`config.mk`:
```
export PLATFORM = sky130hd
export DESIGN_NAME = flash_lock_ctrl
export DESIGN_NICKNAME = d
export VERILOG_FILES = /design/src/rtl/flash_lock_pkg.sv /design/src/rtl/flash_lock_seclatch.sv /design/src/rtl/flash_lock_clkdiv.sv /design/src/rtl/flash_lock_fsm.sv /design/src/rtl/flash_lock_ctrl.sv
export SDC_FILE = /design/constraint.sdc
export NUM_CORES = 1
export LEC_CHECK = 0
export ABC_CLOCK_PERIOD_IN_PS = 3300
export BUFFER_PORTS_ARGS = -buffer_cell sky130_fd_sc_hd__buf_2
export CORE_MARGIN = 8
export CORE_UTILIZATION = 40
export DETAILED_ROUTE_END_ITERATION = 10
export PLACE_DENSITY = 0.63
export SETUP_SLACK_MARGIN = 0.2
export SLEW_MARGIN = 20
export SYNTH_ARGS = -nofsm -noshare
export SYNTH_HDL_FRONTEND = slang
export SYNTH_SLANG_ARGS = --single-unit
```
`constraint.sdc`:
```
create_clock -name clk -period 3.3 [get_ports clk]
set_input_delay 0.825 -clock clk [delete_from_list [all_inputs] [get_ports clk]]
set_output_delay 0.825 -clock clk [all_outputs]
set_load 0.05 [all_outputs]
```
`src/rtl/flash_lock_pkg.sv`:
```
package flash_lock_pkg;

    typedef enum logic [1:0] {
        S_IDLE  = 2'd0,
        S_WIPE  = 2'd1,
        S_CLOSE = 2'd2
    } lock_state_t;

endpackage

```
`src/rtl/flash_lock_seclatch.sv`:
```
module flash_lock_seclatch #(
    parameter int          SEC_W     = 8,
    parameter logic [7:0]  OPEN_CODE = 8'hFF
) (
    input  logic             clk,
    input  logic             rst_n,
    input  logic [SEC_W-1:0] sec_byte,
    input  logic             wipe_clr,
    output logic             secure
);

    localparam logic [SEC_W-1:0] OPEN_VAL = SEC_W'(OPEN_CODE);

    // Decision is re-sampled on every reset cycle and frozen afterwards.
    always_ff @(posedge clk) begin
        if (!rst_n)
            secure <= (sec_byte != OPEN_VAL);
        else if (wipe_clr)
            secure <= 1'b0;
    end

endmodule

```
`src/rtl/flash_lock_clkdiv.sv`:
```
module flash_lock_clkdiv #(
    parameter int DIV_W = 7
) (
    input  logic             clk,
    input  logic             rst_n,
    input  logic             run,
    input  logic [DIV_W-1:0] div_n,
    output logic             tick
);

    logic [DIV_W-1:0] cnt_q;

    always_ff @(posedge clk) begin
        if (!rst_n || !run)
            cnt_q <= '0;
        else if (cnt_q == div_n)
            cnt_q <= '0;
        else
            cnt_q <= cnt_q + 1'b1;
    end

    assign tick = run && (cnt_q == div_n);

endmodule

```
`src/rtl/flash_lock_fsm.sv`:
```
module flash_lock_fsm
    import flash_lock_pkg::*;
#(
    parameter int DIV_W       = 7,
    parameter int ERASE_TICKS = 1024
) (
    input  logic             clk,
    input  logic             rst_n,
    input  logic             rcv_sel,
    input  logic             dr_load,
    input  logic [DIV_W-1:0] dr_value,
    input  logic             rcv_start,
    input  logic             tick,
    output logic [DIV_W-1:0] div_n,
    output logic             run,
    output logic             last_tick,
    output logic             done,
    output logic             err
);

    localparam int TC_W = (ERASE_TICKS > 1) ? $clog2(ERASE_TICKS) : 1;
    localparam logic [TC_W-1:0] TC_LAST = TC_W'(ERASE_TICKS - 1);

    lock_state_t      state_q, state_d;
    logic [DIV_W-1:0] div_q;
    logic             div_ok_q;
    logic [TC_W-1:0]  tc_q;
    logic             idle, req, div_good, accept, refuse;

    assign idle     = (state_q == S_IDLE);
    assign req      = rcv_sel && rcv_start;
    assign div_good = div_ok_q && (div_q != '0);
    assign accept   = idle && req && div_good;
    assign refuse   = idle && req && !div_good;

    // State register.
    always_ff @(posedge clk) begin
        if (!rst_n)
            state_q <= S_IDLE;
        else
            state_q <= state_d;
    end

    // Next-state logic.
    always_comb begin
        state_d = state_q;
        unique case (state_q)
            S_IDLE:  if (accept)    state_d = S_WIPE;
            S_WIPE:  if (last_tick) state_d = S_CLOSE;
            S_CLOSE: state_d = S_IDLE;
            default: state_d = S_IDLE;
        endcase
    end

    // Outputs.
    always_comb begin
        run       = 1'b0;
        done      = 1'b0;
        last_tick = 1'b0;
        unique case (state_q)
            S_IDLE:  ;
            S_WIPE: begin
                run       = 1'b1;
                last_tick = tick && (tc_q == TC_LAST);
            end
            S_CLOSE: done = 1'b1;
            default: ;
        endcase
    end

    // Divider register: loaded only while idle under the recovery instruction.
    always_ff @(posedge clk) begin
        if (!rst_n) begin
            div_q    <= '0;
            div_ok_q <= 1'b0;
        end else if (idle && rcv_sel && dr_load) begin
            div_q    <= dr_value;
            div_ok_q <= 1'b1;
        end
    end

    // Tick counter for the erase interval.
    always_ff @(posedge clk) begin
        if (!rst_n || !run)
            tc_q <= '0;
        else if (tick)
            tc_q <= tc_q + 1'b1;
    end

    always_ff @(posedge clk) begin
        if (!rst_n)
            err <= 1'b0;
        else if (accept)
            err <= 1'b0;
        else if (refuse)
            err <= 1'b1;
    end

    assign div_n = div_q;

endmodule

```
`src/rtl/flash_lock_ctrl.sv`:
```
module flash_lock_ctrl #(
    parameter int         SEC_W       = 8,
    parameter logic [7:0] OPEN_CODE   = 8'hFF,
    parameter int         DIV_W       = 7,
    parameter int         ERASE_TICKS = 1024
) (
    input  logic             clk,
    input  logic             rst_n,
    input  logic [SEC_W-1:0] sec_byte,
    input  logic             rcv_sel,
    input  logic             dr_load,
    input  logic [DIV_W-1:0] dr_value,
    input  logic             rcv_start,
    output logic             dbg_rd_block,
    output logic             erase_req,
    output logic             erase_tick,
    output logic             busy,
    output logic             done,
    output logic             err,
    output logic             secure_mode
);

    logic [DIV_W-1:0] div_n;
    logic             run, tick, last_tick, secure;

    flash_lock_seclatch #(
        .SEC_W     (SEC_W),
        .OPEN_CODE (OPEN_CODE)
    ) u_seclatch (
        .clk      (clk),
        .rst_n    (rst_n),
        .sec_byte (sec_byte),
        .wipe_clr (last_tick),
        .secure   (secure)
    );

    flash_lock_clkdiv #(
        .DIV_W (DIV_W)
    ) u_clkdiv (
        .clk   (clk),
        .rst_n (rst_n),
        .run   (run),
        .div_n (div_n),
        .tick  (tick)
    );

    flash_lock_fsm #(
        .DIV_W       (DIV_W),
        .ERASE_TICKS (ERASE_TICKS)
    ) u_fsm (
        .clk       (clk),
        .rst_n     (rst_n),
        .rcv_sel   (rcv_sel),
        .dr_load   (dr_load),
        .dr_value  (dr_value),
        .rcv_start (rcv_start),
        .tick      (tick),
        .div_n     (div_n),
        .run       (run),
        .last_tick (last_tick),
        .done      (done),
        .err       (err)
    );

    assign dbg_rd_block = secure;
    assign secure_mode  = secure;
    assign busy         = run;
    assign erase_req    = run;
    assign erase_tick   = tick;

endmodule

```
After elaboration in Yosys (flattened, before gate mapping)
Cells that the tools add are included.
{"block": "classes", "mux": 8, "reduce_logical": 18, "bitwise_logic": 1, "n_addsub": 2, "eq_ne": 8}
{"op": "$add A10 B1 Y10 const B", "n": 1}
{"op": "$eq A10 B10 Y1 const B", "n": 1}
{"op": "$logic_and A1 B1 Y1", "n": 9}
{"op": "$ne A8 B8 Y1 const B", "n": 1}
{"op": "$add A7 B1 Y7 const B", "n": 1}
{"op": "$eq A7 B7 Y1", "n": 1}
{"op": "$reduce_bool A7 Y1", "n": 1}
{"op": "$mux W1", "n": 5}
{"op": "$mux W2", "n": 2}
{"op": "$ne A2 B2 Y1 const B", "n": 2}
{"op": "$pmux W2 S2", "n": 1}
{"op": "$reduce_or A2 Y1", "n": 2}
{"op": "$logic_not A1 Y1", "n": 3}
{"op": "$eq A2 B1 Y1 const B", "n": 1}
{"op": "$eq A2 B2 Y1 const B", "n": 1}
{"op": "$logic_not A2 Y1", "n": 1}
{"op": "$ne A2 B1 Y1 const B", "n": 1}
{"op": "$reduce_and A2 Y1", "n": 1}
{"op": "$logic_or A1 B1 Y1", "n": 1}
{"op": "$not A1 Y1", "n": 1}
{"block": "totals", "inputBits": 20, "register_bits": 29, "out_inout_bits": 7}

Depth between registers and ports, before layout
Gate-level depths: netlist of the first run.
{"block": "logic_depth", "depth_word": 7, "ltp_mapped": 5, "depth_no_buf": 5}

By module
A second synthesis of the first run with hierarchy kept.
{"block": "hier_totals", "cells_unflattened": 143, "area_unflattened_um2": 1376.3}
{"module": "flash_lock_fsm", "cells_each": 94, "seq_area_each_um2": 420.4, "instances": 1, "area_per_inst_um2": 880.8}
{"module": "flash_lock_clkdiv", "cells_each": 42, "seq_area_each_um2": 140.1, "instances": 1, "area_per_inst_um2": 417.9}
{"module": "flash_lock_seclatch", "cells_each": 5, "seq_area_each_um2": 30.0, "instances": 1, "area_per_inst_um2": 62.6}
{"module": "flash_lock_ctrl", "cells_each": 2, "seq_area_each_um2": 0.0, "instances": 1, "area_per_inst_um2": 15.0}

Worst setup path after synthesis of the first run
No wires, ideal clock.
{"block": "synth_path", "path_type": "register to output", "from": "register u_fsm.state_q[0]", "to": "output erase_tick", "required_time_ns": 2.475, "path_buffers": 0, "stages_incl_launch_ff": 3, "arrival_ns": 1.810, "slack_ns": 0.665, "cell_sequence": "dfxtp_1 nor2b_1 and3_1"}
{"block": "synth_via", "elab_chain_cells": 3}
{"item": "start: declaration", "line": "flash_lock_fsm.sv:24", "source": "lock_state_t state_q, state_d;"}
{"item": "start signal: assignment", "line": "flash_lock_fsm.sv:41", "source": "state_q <= state_d;"}
{"item": "$eq A2 B1 Y1", "line": "flash_lock_fsm.sv:60", "source": "unique case (state_q)"}
{"item": "$mux W1", "line": "flash_lock_fsm.sv:60"}
{"item": "named net busy", "line": "flash_lock_ctrl.sv:17", "source": "output logic busy,"}
{"item": "$logic_and A1 B1 Y1", "line": "flash_lock_clkdiv.sv:22", "source": "assign tick = run && (cnt_q == div_n);"}
{"item": "end: declaration", "line": "flash_lock_ctrl.sv:16", "source": "output logic erase_tick,"}
The timed path passes the listed nets, and every way through them passes these cells.

Worst setup path after layout of the first run
{"block": "layout_path", "from": "register u_fsm.div_q[2], in the netlist u_fsm.div_n[2]", "to": "output erase_tick"}
{"block": "layout_via", "elab_chain_cells": 2}
{"item": "start: declaration", "line": "flash_lock_fsm.sv:25", "source": "logic [DIV_W-1:0] div_q;"}
{"item": "start signal: assignment", "line": "flash_lock_fsm.sv:77", "source": "div_q <= dr_value;"}
{"item": "$eq A7 B7 Y1", "line": "flash_lock_clkdiv.sv:22"}
{"item": "$logic_and A1 B1 Y1", "line": "flash_lock_clkdiv.sv:22"}
No other way between the ends.

==> results.toml, run 1 <==
[outcome]
run_status = "complete, no violations"

[synthesis]
dominant_combinational_cell_family_by_area_after_synthesis = "simple AND/OR/NAND/NOR gates"
cell_taking_the_most_area_after_synthesis = "sky130_fd_sc_hd__dfxtp_1"
synth_seq_cells = 29
synth_top_cells_by_count = "sky130_fd_sc_hd__dfxtp_1, sky130_fd_sc_hd__a21oi_1, sky130_fd_sc_hd__nor2b_1"
synth_mux_area_share_pct = 5.02
ys_dominant_reg_cell = "sky130_fd_sc_hd__dfxtp_1"
synth_edf_count = 1
synth_sequential_area_ratio_pct = 42.3
yosys_warnings = 0
postSynthNetCount = 170
synth_area_per_cell_um2 = 9.43
synthesis.area_um2 = 1400
synthXorXnorAreaFrac_pct = 8.61
cell_with_the_most_instances_after_synthesis = "sky130_fd_sc_hd__dfxtp_1"
post_synth_and_or_nand_nor_area_fraction_pct = 28.8
share_of_synthesized_flip_flops_with_an_asynchronous_set_or_reset_pct = 0
postSynthCellCount = 148
synth-compound-area-share_pct = 10.2
ys_types = 35
synthAdderAreaFrac_pct = 1.79
leading_cell_types_by_total_area_after_synthesis = "sky130_fd_sc_hd__dfxtp_1, sky130_fd_sc_hd__mux2i_1, sky130_fd_sc_hd__xnor2_1, sky130_fd_sc_hd__nor2b_1, sky130_fd_sc_hd__o31ai_1"
synthDominantCellAreaShare_pct = 40.2

[timing]
finalCritPeriodShare_pct = 74.2
fmax_ghz = 0.409
max_slew_margin_vs_limit_pct = 59.5
drv_slew = 0
final.setup_skew_ns = 0.00349
rsz0062_at_grt = "no"
setup-violations-final = 0
final.setup.tns_ns = 0
period_needed_ns = 2.45
finalHoldViolCount = 0
max_slew.worst_pin.slew_ns = 0.606

[final_layout]
finalNetCount = 197
drive_above_1_share_pct = 22.7
area_delta_synth_final_pct = 16.8
antenna_cells_inserted = 0

[floorplan]
core.rowCount = 21
fp.dieW_um = 75.1
die_area_um2 = 5630
core_area_um2 = 3340
start_util_pct = 41.8
die_height_um = 75.1
floorplan.io_pins = 27

[grt]
met2_usage_pct = 20.3
grt_pass1_vias = 1208
grt.overflow.total = 0
pin_count_of_the_biggest_net_entering_global_routing = 20
initial_antenna_violation_count = 0
fraction_of_met1_tracks_used_by_global_routing_pct = 12.5
total_track_usage_pct = 11.9
grt_pass1_wl_um = 5180
grt_use_met3_pct = 3.20
busiest_layer = "met2"

[drt]
antenna_violating_nets_post_route = 0
route.vias.total = 1175
detail_route.wl_per_cell_um = 13.0
drc = 0
post_drt_via_cell_ratio = 5.29
drtIter0Drc = 77
wirelength_um = 2890
1st_pass_router_iterations = 4

[setup_path]
path_class = "reg2out"
critical_path.endpoint_type = "output port"
crit_arrival_ns = 1.62
startpoint_type = "flip-flop"
cp_slowest_stage_delay_ns = 0.43
crit_path_max_fanout = 4
critical_path.top_delay_family = "simple AND/OR/NAND/NOR gates"
worst-path-buf-inv = 1
critical_path.slowest_cell = "sky130_fd_sc_hd__dfxtp_1"
critical_path.cell_chain = "xnor2_2 > and4_1 > and3_1 > buf_2"
setup.reg_to_reg.worst_slack_ns = 1.34
worst-endpoint-required_ns = 2.47

[cts]
cts_max_path_buffers = 2
cts_inserted_buffers = 5
clk_root_buf = "sky130_fd_sc_hd__clkbuf_4"
postCtsResizedCells = 0
clkTransAtPathRegs_ns = 0.09
tritoncts = "built"
postCtsHoldBufs = 0
postCtsSetupRepairBufs = 0
clkLatencyLatePin_ns = 0.32
clock_sinks = 29
cts_max_level = 2

[min_path]
worst_hold_path_type = "reg2reg"

[flow_run]
maxCapViolations = 0

[place]
dpl.hpwl_um = 2170
io_buffer_count = 26
finalWeightedCongestion = 0.787

[pwr]
worst_ir_drop_vdd_mv = 0.237
report.power.total_w = 0.000695
powerDensity_nw_per_um2 = 426
leakage_nw = 0.585
## report_power, final
part           leakage (nW)  switching, W  internal [W]
Sequential            0.237    0.00000650      0.000359
Combinational         0.307     0.0000559     0.0000310
Clock                0.0413      0.000119      0.000123
## cell type report
class	count	area (um2)
Clock buffer	7	65.1
Multi-Input combinational cell	110	766
Fill cell	336	1710
Timing Repair Buffer	27	138
Clock inverter	1	5.00
Inverter	2	7.51
Tap cell	46	57.6
Sequential cell	29	591
## kinds of logic after synthesis
family          after synthesis
fa+ha+maj                     2
compound gates               23
xor+xnor                     12
simple gates                 66
mux                           7
flops                        29
buf+inv                       9
## flip-flops by register name, indices dropped and copies added, names as in the netlist
register           count
u_clkdiv.cnt_q         7
u_fsm.div_ok_q         1
u_fsm.tc_q            10
u_fsm.div_n            7
u_seclatch.secure      1
u_fsm.state_q          2
u_fsm.err              1
## per-layer routing
layer | part of all wire [%] | wire (um) | up-vias
li1 | - | - | 604
met1 | 44 | 1260 | 549
met2 | 50 | 1450 | 15
met3 | 3.5 | 101 | 7
met4 | 2.6 | 75 | 0
met5 | 0 | 0 | -
## layout by cell type, fill, tap and decap left out, drive strengths merged
cell and count:
mux2i 7, nor2 6, nor4bb 2, and3 5, xor2 2, nor3 7, nor2b 9, and4 2
nor3b 1, ha 2, and2 3, o2bb2ai 1, dfxtp 28, clkbuf 7, o21a 1, o41ai 1
xnor2 10, clkinv 1, o21ai 3, nand2b 1, nor4 2, nand3 9, o31ai 7, nand4 6
or4 7, a21oi 10, nand4b 1, buf 27, edfxtp 1, inv 2, nand2 5
## stage by stage
stage / hold slack (ns) / utilization, % / setup WS, ns / instances / cell area [um2]
2_1_floorplan: 0.433 / - / 0.665 / 148 / 1400
5_1_grt: 0.494 / 48.8 / 0.712 / 222 / 1630
4_1_cts: 0.465 / 48.8 / 0.812 / 222 / 1630
3_5_place_dp: 0.445 / 46.7 / 1.19 / 214 / 1560
3_3_place_gp: 0.442 / 46.7 / 1.21 / 214 / 1560
6_report: 0.462 / 48.8 / 0.852 / 222 / 1630
## worst paths after layout
path,start,endpoint,cells past startpoint
worst max-delay path,u_fsm.div_n[2]$_SDFFE_PN0P_,erase_tick,4
worst min-delay path,u_fsm.div_ok_q$_SDFFE_PN0P_,u_fsm.div_ok_q$_SDFFE_PN0P_,1
worst max register to register,u_fsm.div_n[2]$_SDFFE_PN0P_,u_seclatch.secure$_SDFFCE_PP0P_,4
worst min register to register,u_fsm.div_ok_q$_SDFFE_PN0P_,u_fsm.div_ok_q$_SDFFE_PN0P_,1
(Power assumes the default switching activity.)
==> run 2: changes to the inputs <==
--- a/config.mk
+++ b/config.mk
@@ -5,12 +5,12 @@
 export SDC_FILE = /design/constraint.sdc
 export NUM_CORES = 1
 export LEC_CHECK = 0
-export ABC_CLOCK_PERIOD_IN_PS = 3300
+export ABC_CLOCK_PERIOD_IN_PS = 2200
 export BUFFER_PORTS_ARGS = -buffer_cell sky130_fd_sc_hd__buf_2
 export CORE_MARGIN = 8
 export CORE_UTILIZATION = 40
 export DETAILED_ROUTE_END_ITERATION = 10
-export PLACE_DENSITY = 0.63
+export PLACE_DENSITY = 0.65
 export SETUP_SLACK_MARGIN = 0.2
 export SLEW_MARGIN = 20
 export SYNTH_ARGS = -nofsm -noshare
==> constraint.sdc (replaced) <==
create_clock -name clk -period 2.2 [get_ports clk]
set_input_delay 0.55 -clock clk [delete_from_list [all_inputs] [get_ports clk]]
set_output_delay 0.55 -clock clk [all_outputs]
set_load 0.05 [all_outputs]
==> run 2 against run 1 <==
  * Final area grew 7.5%
  * Sequential cell count stayed put
  * Total power grew 52%
  * Sequential share of layout area is 1.8 points lower
  * Combinational power increased by 85%
  * Largest cell class unchanged
  * Critical path depth unchanged
  * Highest routed layer unchanged
  * Routed wire length up 14%
  * Clock skew increased by 0.011 ns
  * Critical endpoint unchanged
  * Worst setup slack lost 0.67 ns
  * First-iteration DRC count is 40% lower
==> results.toml, run 2 (same netlist as run 1, synthesis figures left out) <==
[timing]
finalCritPeriodShare_pct = 91.6
final.setup_skew_ns = 0.0140
fmax_ghz = 0.496
drv_slew = 0
period_needed_ns = 2.01
rsz0062_at_grt = "yes"
setup-violations-final = 0
final.setup.tns_ns = 0
max_slew_margin_vs_limit_pct = 58.5
finalHoldViolCount = 0
max_slew.worst_pin.slew_ns = 0.621

[place]
dpl.hpwl_um = 2300
finalWeightedCongestion = 0.798
io_buffer_count = 26

[grt]
grt_pass1_wl_um = 5330
pin_count_of_the_biggest_net_entering_global_routing = 19
grt_pass1_vias = 1174
total_track_usage_pct = 12.6
grt.overflow.total = 0
initial_antenna_violation_count = 0

[floorplan]
start_util_pct = 41.8
floorplan.io_pins = 27
fp.dieW_um = 75.1
core.rowCount = 21
die_height_um = 75.1
die_area_um2 = 5630
core_area_um2 = 3340

[min_path]
worst_hold_path_type = "reg2reg"
min_from = "u_fsm.div_ok_q$_SDFFE_PN0P_"

[setup_path]
critical_path.endpoint_type = "output port"
cp_slowest_stage_delay_ns = 0.36
crit_path_max_fanout = 3
startpoint_type = "flip-flop"
path_class = "reg2out"
critical_path.cell_chain = "xnor2_2 > and4_1 > and3_4 > buf_8"
critPathLaunch = "u_fsm.div_n[1]$_SDFFE_PN0P_"
worst-endpoint-required_ns = 1.65
reg2reg_from = "u_fsm.div_n[1]$_SDFFE_PN0P_"
critical_path.slowest_cell = "sky130_fd_sc_hd__dfxtp_2"
crit_arrival_ns = 1.46

[drt]
antenna_violating_nets_post_route = 0
post_drt_via_cell_ratio = 5.30
wirelength_um = 3280
route.vias.total = 1220
detail_route.wl_per_cell_um = 14.2
1st_pass_router_iterations = 4
drtIter0Drc = 46
drc = 0

[final_layout]
total_of_fill_cells_in_the_finished_design = 316
drive_above_1_share_pct = 34.2
area_delta_synth_final_pct = 25.5
largest-register = "u_fsm.tc_q"
most-common-layout-cells = "sky130_fd_sc_hd__buf_2, sky130_fd_sc_hd__dfxtp_1, sky130_fd_sc_hd__a21oi_1, sky130_fd_sc_hd__dfxtp_2, sky130_fd_sc_hd__buf_4"
mostFrequentLayoutCell = "sky130_fd_sc_hd__buf_2"
finalNetCount = 205
antenna_cells_inserted = 0
post-route-util_pct = 52.5
largest_register_ffs = 10

[cts]
clock_sinks = 29
tritoncts = "built"
cts_max_path_buffers = 2
clkLatencyLatePin_ns = 0.33
clkTransAtPathRegs_ns = 0.10
cts_inserted_buffers = 5
postCtsHoldBufs = 0
cts_max_level = 2
clk_root_buf = "sky130_fd_sc_hd__clkbuf_4"

[pwr]
leakage_nw = 0.625
worst_ir_drop_vdd_mv = 0.445
powerDensity_nw_per_um2 = 603

[flow_run]
maxCapViolations = 0

[outcome]
run_status = "complete, no violations"
run 2: changes by cell type in the layout (fill, tap and decap cells not counted), moves of 2 or more:
cell                       previous run  this run
sky130_fd_sc_hd__clkbuf_1             0         2
sky130_fd_sc_hd__xnor2_2              2         7
sky130_fd_sc_hd__dfxtp_2              0        10
sky130_fd_sc_hd__buf_4                1         9
sky130_fd_sc_hd__dfxtp_1             28        18
sky130_fd_sc_hd__xnor2_1              8         3
run 2: final timing paths:
path                                       to  slack, ns  cells after the start
setup / recovery                   erase_tick       0.19                      4
hold / removal    u_fsm.div_ok_q$_SDFFE_PN0P_       0.47                      1
setup reg to reg   u_fsm.tc_q[8]$_SDFFE_PP0P_       0.41                      7
hold reg to reg   u_fsm.div_ok_q$_SDFFE_PN0P_       0.47                      1
run 2: area by class of cell:
class                   instances  area (um2)  area share (%)
well taps                      46        57.6            3.29
flip-flops and latches         29         603            34.5
repair buffers                 35         208            11.9
inverters                       2        7.51           0.429
multi-input cells             110         816            46.6
clock buffers                   8        58.8            3.36
run 2: power breakdown:
group,internal (W),switching [W],total [W]
Combinational,0.0000668,0.0000939,0.000161
Clock,0.000158,0.000185,0.000343
Sequential,0.000540,0.0000116,0.000552
Total,0.000764,0.000291,0.00106
run 2: repair_timing:
item,in CTS,in global routing
buffers inserted,4,2
resized for setup,15,4
pin swaps,4,3
endpoints found under the setup margin,1,1
run 2: through the flow:
stage | instance area, um2 | hold slack, ns | instances | worst slack [ns] | total power [W]
global placement | 1580 | 0.442 | 216 | 0.404 | 0.000697
detailed placement | 1580 | 0.445 | 216 | 0.387 | 0.000702
global route | 1750 | 0.478 | 230 | 0.118 | 0.00111
CTS | 1720 | 0.468 | 228 | 0.204 | 0.00105
finish | 1750 | 0.466 | 230 | 0.185 | 0.00106
floorplan | 1400 | 0.433 | 148 | 0.399 | 0.000657
run 2: metal layers:
layer	vias to the layer above	global-route usage [%]	share of wire, %
met5	-	0	0
met1	572	12.9	41
met3	4	5.06	6.7
met2	28	21.9	51
met4	0	5.43	0.88
li1	616	-	-
run 2: worst max-delay path: cells and delay by family (launching register included):
family / cells / cell delay (ns)
flops: 1 / 0.36
xor+xnor: 1 / 0.19
buf+inv: 1 / 0.14
simple gates: 2 / 0.44
